$ cat src/rtl/cmdf_pkg.sv
// Shared constants, types and opcode decode functions for the command framer.
// Assumes 32-bit words with the opcode in the top byte.
package cmdf_pkg;

    localparam int WORD_W    = 32;
    localparam int OP_W      = 8;
    localparam int CNT_W     = 4;
    localparam int ENV_N     = 8;
    localparam int ENV_IDX_W = $clog2(ENV_N);

    localparam logic [WORD_W-1:0] TERM_MASK = 32'hF000_F000;
    localparam logic [WORD_W-1:0] TERM_VAL  = 32'h5000_5000;

    typedef enum logic [3:0] {
        CL_NOP     = 4'd0,
        CL_FILL    = 4'd1,
        CL_POLYGON = 4'd2,
        CL_LINE    = 4'd3,
        CL_RECT    = 4'd4,
        CL_COPY    = 4'd5,
        CL_IMG_WR  = 4'd6,
        CL_IMG_RD  = 4'd7,
        CL_ENV     = 4'd8
    } pkt_class_e;

    typedef enum logic [1:0] {
        TR_FIXED  = 2'd0,
        TR_FLAT   = 2'd1,
        TR_SHADED = 2'd2
    } trail_e;

    // Number of parameter words that follow the head word.
    function automatic logic [CNT_W-1:0] param_count(input logic [OP_W-1:0] op);
        logic [CNT_W-1:0] n;
        n = '0;
        case (op[7:5])
            3'b000: n = (op == 8'h02) ? 4'd2 : 4'd0;
            3'b001: begin
                case (op[4:2])
                    3'd0:    n = 4'd3;
                    3'd1:    n = 4'd6;
                    3'd2:    n = 4'd4;
                    3'd3:    n = 4'd8;
                    3'd4:    n = 4'd5;
                    3'd5:    n = 4'd8;
                    3'd6:    n = 4'd7;
                    default: n = 4'd11;
                endcase
            end
            3'b010: begin
                case (op[4:3])
                    2'd0:    n = 4'd2;
                    2'd1:    n = 4'd3;
                    2'd2:    n = 4'd3;
                    default: n = 4'd4;
                endcase
            end
            3'b011: begin
                case (op[4:2])
                    3'd0:    n = 4'd2;
                    3'd1:    n = 4'd3;
                    3'd2:    n = 4'd1;
                    3'd3:    n = 4'd0;
                    3'd4:    n = 4'd1;
                    3'd5:    n = 4'd2;
                    3'd6:    n = 4'd1;
                    default: n = 4'd2;
                endcase
            end
            3'b100:          n = 4'd3;
            3'b101, 3'b110:  n = 4'd2;
            default:         n = 4'd0;
        endcase
        return n;
    endfunction

    // How a packet's length is found: fixed count or a terminator scan.
    function automatic trail_e trail_of(input logic [OP_W-1:0] op);
        if (op[7:3] == 5'b01001)      return TR_FLAT;
        else if (op[7:3] == 5'b01011) return TR_SHADED;
        else                          return TR_FIXED;
    endfunction

    // Packet class reported alongside every word.
    function automatic pkt_class_e class_of(input logic [OP_W-1:0] op);
        if (op[7:3] == 5'b11100)       return CL_ENV;
        if (param_count(op) == '0)     return CL_NOP;
        case (op[7:5])
            3'b000:  return CL_FILL;
            3'b001:  return CL_POLYGON;
            3'b010:  return CL_LINE;
            3'b011:  return CL_RECT;
            3'b100:  return CL_COPY;
            3'b101:  return CL_IMG_WR;
            3'b110:  return CL_IMG_RD;
            default: return CL_NOP;
        endcase
    endfunction

endpackage

$ cat src/rtl/cmdf_decode.sv
// Combinational decode of one input word: opcode fields, length rule,
// class, environment target and terminator match. Assumes the word is
// only meaningful as a head when the tracker says so.
module cmdf_decode
    import cmdf_pkg::*;
(
    input  logic [WORD_W-1:0]    word,
    output logic [CNT_W-1:0]     count,
    output trail_e               trail,
    output pkt_class_e           cls,
    output logic                 env_hit,
    output logic [ENV_IDX_W-1:0] env_idx,
    output logic                 term_hit
);
    localparam int OP_LSB = WORD_W - OP_W;

    logic [OP_W-1:0] op;

    // Derive all per-opcode attributes and the terminator test.
    always_comb begin
        op       = word[WORD_W-1:OP_LSB];
        count    = param_count(op);
        trail    = trail_of(op);
        cls      = class_of(op);
        env_hit  = (op[7:3] == 5'b11100);
        env_idx  = op[ENV_IDX_W-1:0];
        term_hit = ((word & TERM_MASK) == TERM_VAL);
    end

endmodule

$ cat src/rtl/cmdf_track.sv
// Packet tracker: keeps the word index inside the open packet, decides
// which accepted word closes it, and registers the word with its flags.
// Assumes decode inputs describe the word on 'word' in the same cycle.
// The index saturates; a separate parity bit keeps the shaded stride.
module cmdf_track
    import cmdf_pkg::*;
#(
    parameter int IDX_W = 8
) (
    input  logic              clk,
    input  logic              rst_n,
    input  logic              accept,
    input  logic [WORD_W-1:0] word,
    input  logic [CNT_W-1:0]  dec_count,
    input  trail_e            dec_trail,
    input  pkt_class_e        dec_cls,
    input  logic              term_hit,
    output logic              at_head,
    output logic              mark_valid,
    output logic [WORD_W-1:0] mark_data,
    output logic              mark_start,
    output logic              mark_end,
    output pkt_class_e        mark_class
);
    localparam logic [IDX_W-1:0] IDX_MAX     = '1;
    localparam logic [IDX_W-1:0] FLAT_FIRST  = IDX_W'(3);
    localparam logic [IDX_W-1:0] SHADE_FIRST = IDX_W'(4);

    logic             busy_q;
    logic [IDX_W-1:0] idx_q;
    logic             odd_q;
    logic [CNT_W-1:0] last_q;
    trail_e           trail_q;
    pkt_class_e       cls_q;
    logic             end_now;

    assign at_head = !busy_q;

    // Decide whether the word being accepted completes its packet.
    always_comb begin
        if (!busy_q) begin
            end_now = (dec_trail == TR_FIXED) && (dec_count == '0);
        end else begin
            case (trail_q)
                TR_FLAT:   end_now = (idx_q >= FLAT_FIRST) && term_hit;
                TR_SHADED: end_now = (idx_q >= SHADE_FIRST) && !odd_q && term_hit;
                default:   end_now = (idx_q == IDX_W'(last_q));
            endcase
        end
    end

    // Advance the in-packet position on every accepted word.
    always_ff @(posedge clk) begin
        if (!rst_n) begin
            busy_q  <= 1'b0;
            idx_q   <= '0;
            odd_q   <= 1'b0;
            last_q  <= '0;
            trail_q <= TR_FIXED;
            cls_q   <= CL_NOP;
        end else if (accept) begin
            if (end_now) begin
                busy_q <= 1'b0;
                idx_q  <= '0;
                odd_q  <= 1'b0;
            end else if (!busy_q) begin
                busy_q  <= 1'b1;
                idx_q   <= IDX_W'(1);
                odd_q   <= 1'b1;
                last_q  <= dec_count;
                trail_q <= dec_trail;
                cls_q   <= dec_cls;
            end else begin
                if (idx_q != IDX_MAX) idx_q <= idx_q + IDX_W'(1);
                odd_q <= !odd_q;
            end
        end
    end

    // Register the accepted word together with its framing flags.
    always_ff @(posedge clk) begin
        if (!rst_n) begin
            mark_valid <= 1'b0;
            mark_data  <= '0;
            mark_start <= 1'b0;
            mark_end   <= 1'b0;
            mark_class <= CL_NOP;
        end else begin
            mark_valid <= accept;
            if (accept) begin
                mark_data  <= word;
                mark_start <= !busy_q;
                mark_end   <= end_now;
                mark_class <= busy_q ? cls_q : dec_cls;
            end
        end
    end

    // a framed word is only ever presented after an acceptance.
    p_mark_after_accept_r9: assert property (@(posedge clk) disable iff (!rst_n)
        mark_valid |-> $past(accept));

    // a fixed-length packet never runs past its last index.
    p_fixed_bound_r1: assert property (@(posedge clk) disable iff (!rst_n)
        (busy_q && trail_q == TR_FIXED) |-> (idx_q <= IDX_W'(last_q)));

    // a head flag only marks a word taken while no packet was open.
    p_head_from_idle_r1: assert property (@(posedge clk) disable iff (!rst_n)
        (mark_valid && mark_start) |-> $past(!busy_q));

    // a shaded polyline never closes on an odd index.
    p_shaded_even_r4: assert property (@(posedge clk) disable iff (!rst_n)
        (accept && busy_q && trail_q == TR_SHADED && odd_q) |=> busy_q);

endmodule

$ cat src/rtl/cmdf_envbank.sv
// Bank of environment registers, one whole word each, written by index.
// Assumes at most one write per cycle.
module cmdf_envbank
    import cmdf_pkg::*;
#(
    parameter int NREG = ENV_N
) (
    input  logic                     clk,
    input  logic                     rst_n,
    input  logic                     we,
    input  logic [ENV_IDX_W-1:0]     widx,
    input  logic [WORD_W-1:0]        wdata,
    output logic [NREG*WORD_W-1:0]   regs_flat
);
    for (genvar g = 0; g < NREG; g++) begin : g_reg
        logic [WORD_W-1:0] r_q;

        // Hold one environment word; replace it only on a matching write.
        always_ff @(posedge clk) begin
            if (!rst_n)                                r_q <= '0;
            else if (we && widx == ENV_IDX_W'(g))      r_q <= wdata;
        end

        assign regs_flat[g*WORD_W +: WORD_W] = r_q;
    end

    // without a write the whole bank keeps its contents.
    p_env_hold_r7: assert property (@(posedge clk) disable iff (!rst_n)
        !we |=> $stable(regs_flat));

endmodule

$ cat src/rtl/cmd_framer.sv
// Top of the command framer: accepts words, decodes heads, tracks packet
// boundaries and feeds environment commands to the register bank.
// Assumes a synchronous active-low reset held for at least one edge.
module cmd_framer
    import cmdf_pkg::*;
#(
    parameter int IDX_W = 8
) (
    input  logic                      clk,
    input  logic                      rst_n,
    input  logic                      in_valid,
    input  logic [31:0]               in_data,
    output logic                      in_ready,
    output logic                      mark_valid,
    output logic [31:0]               mark_data,
    output logic                      mark_start,
    output logic                      mark_end,
    output logic [3:0]                mark_class,
    output logic [ENV_N*WORD_W-1:0]   env_flat
);
    logic                 ready_q;
    logic                 accept;
    logic [CNT_W-1:0]     dec_count;
    trail_e               dec_trail;
    pkt_class_e           dec_cls;
    logic                 dec_env;
    logic [ENV_IDX_W-1:0] dec_env_idx;
    logic                 dec_term;
    logic                 at_head;
    pkt_class_e           mark_cls_e;

    // Open the input one edge after reset is released.
    always_ff @(posedge clk) begin
        if (!rst_n) ready_q <= 1'b0;
        else        ready_q <= 1'b1;
    end

    assign in_ready   = ready_q;
    assign accept     = in_valid && ready_q;
    assign mark_class = mark_cls_e;

    cmdf_decode u_decode (
        .word     (in_data),
        .count    (dec_count),
        .trail    (dec_trail),
        .cls      (dec_cls),
        .env_hit  (dec_env),
        .env_idx  (dec_env_idx),
        .term_hit (dec_term)
    );

    cmdf_track #(.IDX_W(IDX_W)) u_track (
        .clk        (clk),
        .rst_n      (rst_n),
        .accept     (accept),
        .word       (in_data),
        .dec_count  (dec_count),
        .dec_trail  (dec_trail),
        .dec_cls    (dec_cls),
        .term_hit   (dec_term),
        .at_head    (at_head),
        .mark_valid (mark_valid),
        .mark_data  (mark_data),
        .mark_start (mark_start),
        .mark_end   (mark_end),
        .mark_class (mark_cls_e)
    );

    cmdf_envbank #(.NREG(ENV_N)) u_env (
        .clk       (clk),
        .rst_n     (rst_n),
        .we        (accept && at_head && dec_env),
        .widx      (dec_env_idx),
        .wdata     (in_data),
        .regs_flat (env_flat)
    );

    // out of reset the input is ready on every cycle.
    p_ready_after_reset_r10: assert property (@(posedge clk) disable iff (!rst_n)
        $past(rst_n) |-> in_ready);

endmodule

$ cat config.mk
export PLATFORM = sky130hd
export DESIGN_NAME = cmd_framer
export DESIGN_NICKNAME = d
export VERILOG_FILES = /design/src/rtl/cmdf_pkg.sv /design/src/rtl/cmdf_decode.sv /design/src/rtl/cmdf_track.sv /design/src/rtl/cmdf_envbank.sv /design/src/rtl/cmd_framer.sv
export SDC_FILE = /design/constraint.sdc
export NUM_CORES = 1
export LEC_CHECK = 0
export ABC_CLOCK_PERIOD_IN_PS = 2860
export BUFFER_PORTS_ARGS = -buffer_cell sky130_fd_sc_hd__buf_2
export CAP_MARGIN = 30
export CORE_ASPECT_RATIO = 2
export CORE_MARGIN = 2
export CORE_UTILIZATION = 52
export DETAILED_ROUTE_END_ITERATION = 16
export PLACE_DENSITY_LB_ADDON = 0.2
export SYNTH_ARGS = -nofsm -noshare
export SYNTH_HDL_FRONTEND = slang
export SYNTH_SLANG_ARGS = --single-unit
$ cat constraint.sdc
create_clock -name clk -period 2.86 [get_ports clk]
set_input_delay 0 -clock clk [delete_from_list [all_inputs] [get_ports clk]]
set_output_delay 0 -clock clk [all_outputs]
set_load 0.005 [all_outputs]
==> Word level (Yosys, flattened, before mapping) <==
Index checks and enable logic that the tools add are counted.
{ "op_classes": {"magnitude_cmp": 2, "bitwise": 2, "muxes": 26, "eq_ne": 31, "n_reduce_logical": 31, "n_addsub": 1} }
{ "ops": {"columns": ["cell", "n"], "rows": [
  ["$pmux 4 s6", 2],
  ["$eq 3x3->1 const B", 10],
  ["$mux 4", 6],
  ["$mux 8", 3],
  ["$pmux 3 s7", 1],
  ["$eq 3x2->1 const B", 6],
  ["$logic_and 1x1->1", 15],
  ["$eq 5x4->1 const B", 2],
  ["$eq 3x1->1 const B", 3],
  ["$logic_not 3->1", 3],
  ["$add 8x1->8 const B", 1],
  ["$eq 8x2->1 const B", 1],
  ["$eq 8x4->1", 1],
  ["$eq 8x7->1 const B", 1],
  ["$ge 8x2->1 const B", 1],
  ["$ge 8x3->1 const B", 1],
  ["$logic_not 4->1", 2],
  ["$mux 1", 8],
  ["$ne 8x8->1 const B", 1],
  ["$mux 2", 3],
  ["$pmux 2 s3", 1],
  ["$pmux 3 s2", 1],
  ["$reduce_or 2->1", 3],
  ["$eq 5x5->1 const B", 1],
  ["10 further kinds", 16]
]} }
{ "word_totals": {"regBits": 316, "output_inout_bits": 296, "word_cells": 113, "input_bits": 35} }

==> Logic depth before layout (Yosys ltp) <==
{ "depth": {"depth_word": 11, "depth_mapped": 11} }

==> By module <==
A second synthesis with hierarchy kept.
{ "hier_totals": {"hier_cells": 1198, "area_unflattened_um2": 12164.2} }
{ "by_module_without_submodules": {"columns": ["mod", "seq_area_each_um2", "instances", "cells_per_inst", "area_per_inst_um2"], "rows": [
  ["cmdf_envbank", 5124.9, 1, 871, 9208.8],
  ["cmdf_track", 1181.1, 1, 266, 2514.9],
  ["cmdf_decode", 0.0, 1, 58, 404.1],
  ["cmd_framer", 20.0, 1, 3, 36.3]
]} }

==> Least setup slack after synthesis <==
Ideal clock, no wire load.
{ "synth_timing": {"path_kind": "reg2reg", "start": "register u_track.idx_q[7]", "end": "register u_track.last_q[0]", "path_stages_with_launch": 8, "arrival_time_ps": 2465, "path_buffers": 1, "path_slack_ps": 274, "cell_sequence": "dfxtp_1 -> or4_4 -> a2111oi_4 -> and4b_4 -> buf_6 -> o22a_4 -> a211oi_4 -> mux2_4"} }
{ "synth_between": {"elab_chain_cells": 7} }
{ "synth_lines": {"columns": ["element", "line", "text"], "rows": [
  ["start, declared", "cmdf_track.sv:30", "logic [IDX_W-1:0] idx_q;"],
  ["start signal, assigned", "cmdf_track.sv:74", "if (idx_q != IDX_MAX) idx_q <= idx_q + IDX_W'(1);"],
  ["$ge 8x3->1", "cmdf_track.sv:46", "TR_SHADED: end_now = (idx_q >= SHADE_FIRST) && !odd_q && term_hit;"],
  ["$logic_and 1x1->1 (2 in a row)", "cmdf_track.sv:46", null],
  ["$pmux 1 s2 (*)", "cmdf_track.sv:44", "case (trail_q)"],
  ["$mux 1 (*)", "cmdf_track.sv:41", "if (!busy_q) begin"],
  ["$not 1->1 (no line) (*)", null, null],
  ["$reduce_and 3->1 (no line) (*)", null, null],
  ["end signal, assigned", "cmdf_track.sv:70", "last_q <= dec_count;"],
  ["end, declared", "cmdf_track.sv:32", "logic [CNT_W-1:0] last_q;"]
]} }
Every way passes the cells marked *; elsewhere a longest branch is shown, timed or not.
A chain may end at the register's enable or synchronous reset.

==> Final worst setup path <==
{ "layout_timing": {"start": "input in_data[28]", "end": "register u_track.trail_q[0]"} }
{ "layout_between": {"elab_chain_cells": 9} }
{ "layout_lines": {"columns": ["element", "line", "text"], "rows": [
  ["start, declared", "cmd_framer.sv:12", "input logic [31:0] in_data,"],
  ["$eq 3x3->1 (tied with other cells)", "cmdf_pkg.sv:39", "case (op[4:2])"],
  ["$reduce_or 2->1 (no line) or $reduce_or 3->1 (tied branches)", null, null],
  ["$pmux 4 s6 (tied with other cells)", "cmdf_pkg.sv:39", null],
  ["$pmux 4 s6", "cmdf_pkg.sv:36", "case (op[7:5])"],
  ["$logic_not 4->1", "cmdf_track.sv:42", "end_now = (dec_trail == TR_FIXED) && (dec_count == '0);"],
  ["$logic_and 1x1->1", "cmdf_track.sv:42", null],
  ["$mux 1", "cmdf_track.sv:41", null],
  ["$not 1->1 (no line)", null, null],
  ["$reduce_and 3->1 (no line)", null, null],
  ["end signal, assigned", "cmdf_track.sv:71", "trail_q <= dec_trail;"],
  ["end, declared", "cmdf_track.sv:33", "trail_e trail_q;"]
]} }
Parallel ways exist; a longest one is shown, timed or not.

==> impl_metrics.json <==
{
  "hold_viol": 0,
  "wl_per_cell_um": 18.1,
  "synthTopCellsByArea": "dfxtp_1, nand2_1, a21oi_1",
  "switchingPower_mw": 1.97,
  "seqPwrFrac_pct": 50.5,
  "io_buffers": 330,
  "critPathKind": "input port to flip-flop",
  "path_clk_slew_ns": 0.07,
  "hold_path_depth": 4,
  "clock_latency_ns": 0.56,
  "r2r-end": "u_track.trail_q[0]",
  "grt_max_degree": 176,
  "maxCapViolations": 0,
  "h-tree-depth": 1,
  "nets": 1779,
  "syn_area_mm2": 0.0114,
  "gp_congestion": 0.906,
  "worstRegToRegCells": 7,
  "n_antenna_cell": 0,
  "p_leak_nw": 6.27,
  "r2r_slack_ns": 0.39,
  "post_cts_buffers": 0,
  "power_mw": 8.84,
  "max_freq_mhz": 405,
  "skew_ns": 0.0276,
  "tritoncts": "built",
  "drt-pass1-iter-count": 7,
  "setup_ws_ns": 0.389,
  "io-pin-count": 331,
  "pre_cts_ws_ns": 0.376,
  "hold_ws_ns": 0.0545,
  "synth_ff_type": "dfxtp_1",
  "wl_um": 36700,
  "crit_path_max_fanout": 17,
  "wl_met1_um": 12700,
  "rsz0062_at_grt": "false",
  "vias": 10761,
  "period_needed_ns": 2.47,
  "drtIter0Drc": 639,
  "clock_sinks": 316,
  "ant_nets": 0,
  "synth_top_cell_by_area": "dfxtp_1",
  "syn_avg_cell_area_um2": 7.95,
  "synth_edf_count": 0,
  "grt-ovfl-total": 0,
  "start_util_pct": 53.0,
  "synthArstFlopShare_pct": 0,
  "rr_startpoint": "u_track.idx_q[4]",
  "status": "complete, no violations",
  "p_sw_share_pct": 22.3,
  "grt_pass1_vias": 10023,
  "netlist_instances": 1439,
  "crit_path_start_kind": "input port",
  "holdPathEnd": "u_track.mark_data[4]",
  "ys_ff_latch": 316,
  "drc": 0,
  "dr_wl_met2_um": 19100,
  "drive_gt1_share_pct": 24.4,
  "core_mm2": 0.0216,
  "end_kind": "flip-flop",
  "min-delay-start": "in_valid",
  "numCtsBuffers": 27,
  "route.met3.wl_um": 2210,
  "synth_top_area_share_pct": 55.3,
  "cts-root-buf": "clkbuf_16",
  "dieArea_mm2": 0.0233,
  "syn_to_final_growth_pct": 27.1,
  "ys_types": 57,
  "antenna_found_initial": 0,
  "grtUsageTotal_pct": 30.8,
  "dp_hpwl_um": 25400,
  "grt_pass1_wl_um": 55000,
  "yosysWarnings": 0,
  "row_count": 76,
  "dieHeight_um": 214,
  "yosysSeqAreaShare_pct": 55.3,
  "internal-power_mw": 6.86,
  "arrival_ns": 2.96,
  "setup_viol": 0,
  "pwr-share-clk_pct": 44.4,
  "combPwrFrac_pct": 5.2,
  "tightestPinTransition_ns": 0.986,
  "worst_ep_required_time_ns": 3.35,
  "fillers": 1859,
  "setup_tns_ns": 0,
  "post_cts_resize_count": 0,
  "die_w_um": 109,
  "vias_per_cell": 5.30,
  "pwr_density_cell_mw_per_mm2": 608,
  "slew_viol_final": 0,
  "peakVddDrop_v": 0.000516,
  "period_share_pct": 86.4,
  "cts_max_path_buffers": 3,
  "slew_headroom_pct": 34.3,
  "syn_nets": 1481,
  "top_layer": "met4",
  "min_path_type": "input port to flip-flop"
}
layout by cell type (no fill, tap or decap), drive strengths merged, types with 3 or more instances in the layout:
cell type    count
nand3b           3
nor2b            5
bufinv           4
buf            363
nor2            89
clkbuf          37
dlygate4sd3     33
nand2          514
o21ai           12
and2            10
a211oi           6
clkinv           7
nor3             4
ha               7
dfxtp          316
and3            18
xnor2            4
a21oi          253
mux2i            6
nor4             5
nand2b           3
nand3            8
inv             10
metrics by stage:
stage / std cells / area [µm²] / utilization (%)
2_1_floorplan: 1439 / 11400 / -
3_3_place_gp: 1948 / 13200 / 61.4
4_1_cts: 2030 / 14500 / 67.3
5_1_grt: 2030 / 14500 / 67.3
3_5_place_dp: 1948 / 13200 / 61.4
6_report: 2030 / 14500 / 67.3
routing by layer:
metal  vias to the layer above  track usage (%)
li1                       5231                -
met1                      4944             32.8
met2                       455             54.8
met3                       131             4.35
met4                         0             21.7
met5                         -                0
power groups by stage:
stage | combinational (mW) | sequential (mW) | clock [mW]
2_1_floorplan | 0.250 | 4.56 | 0
3_3_place_gp | 0.416 | 4.56 | 0
3_5_place_dp | 0.419 | 4.56 | 0
4_1_cts | 0.454 | 4.46 | 3.98
5_1_grt | 0.492 | 4.46 | 4.13
6_report | 0.456 | 4.46 | 3.92
area by class of cell:
type / instances / area (µm²) / area share, %
Clock buffer: 37 / 783 / 5.39
Timing Repair Buffer: 396 / 2290 / 15.8
Sequential cell: 316 / 6330 / 43.5
Tap cell: 273 / 342 / 2.35
Inverter: 9 / 41.3 / 0.284
Multi-Input combinational cell: 987 / 4570 / 31.5
Clock inverter: 12 / 168 / 1.15
cells by family after synthesis:
kind of cell	share of synthesized area, %
AO/OA/AOI/OAI	14.2
buffers and inverters	4.69
flip-flops	55.3
AND/OR/NAND/NOR	23.8
multiplexers	0.788
XOR/XNOR	0.460
adder cells (fa/ha/maj)	0.766
sequential cells by signal, indices dropped and copies added, names as in the netlist:
register and count:
u_track.trail_q 2, u_track.mark_end 1, u_track.cls_q 4, u_track.last_q 4, u_track.mark_class 4, in_ready 1
u_env.g.r_q 256, u_track.idx_q 8, u_track.mark_start 1, u_track.busy_q 1, u_track.odd_q 1, u_track.mark_data 32
u_track.mark_valid 1
worst max-delay path by stage:
stage / slack, ns / to / depth (start not counted) / start
after floorplan: 0.27 / u_track.last_q[0] / 7 / u_track.idx_q[7]
after global placement: 0.40 / u_track.cls_q[1] / 7 / u_track.idx_q[4]
after detailed placement: 0.38 / u_track.cls_q[1] / 7 / u_track.idx_q[7]
after CTS: 0.38 / u_track.trail_q[0] / 7 / u_track.idx_q[7]
after global routing: 0.16 / u_track.last_q[3] / 10 / in_data[28]
final: 0.39 / u_track.trail_q[0] / 10 / in_data[28]
Yosys cell counts (2+ instances only):
cell and number:
nand2b_1 3, xnor2_1 4, dfxtp_1 316, nor2b_1 5
a21o_1 2, nand3_1 8, clkbuf_1 110, nor2_1 89
a31o_2 2, mux2i_1 6, and3_1 17, nand4b_1 2
nand2_1 514, xor2_1 2, o21ba_2 2, inv_1 9
o21ai_0 12, mux2_4 2, ha_1 7, a211o_1 2
o31ai_1 2, and2_1 9, nand4_1 2, nor3_1 4
buf_2 12, nand3b_1 3, buf_1 3, a211oi_1 5
a21oi_1 253, nor4_1 5
repair_timing:
item	4_1_cts	5_1_grt
endpoints found under the setup margin	0	0
endpoints found under the hold margin	244	0
hold buffers	33	0
worst max-delay path, cell delays in order:
cell           delay [ns]
dlygate4sd3_1        0.52
buf_2                0.33
inv_1                0.17
ha_1                 0.23
a2111oi_0            0.49
o21ba_2              0.24
a21o_1               0.24
a211oi_4             0.34
buf_4                0.21
mux2i_1              0.18
Power figures use the tool's default switching activity.
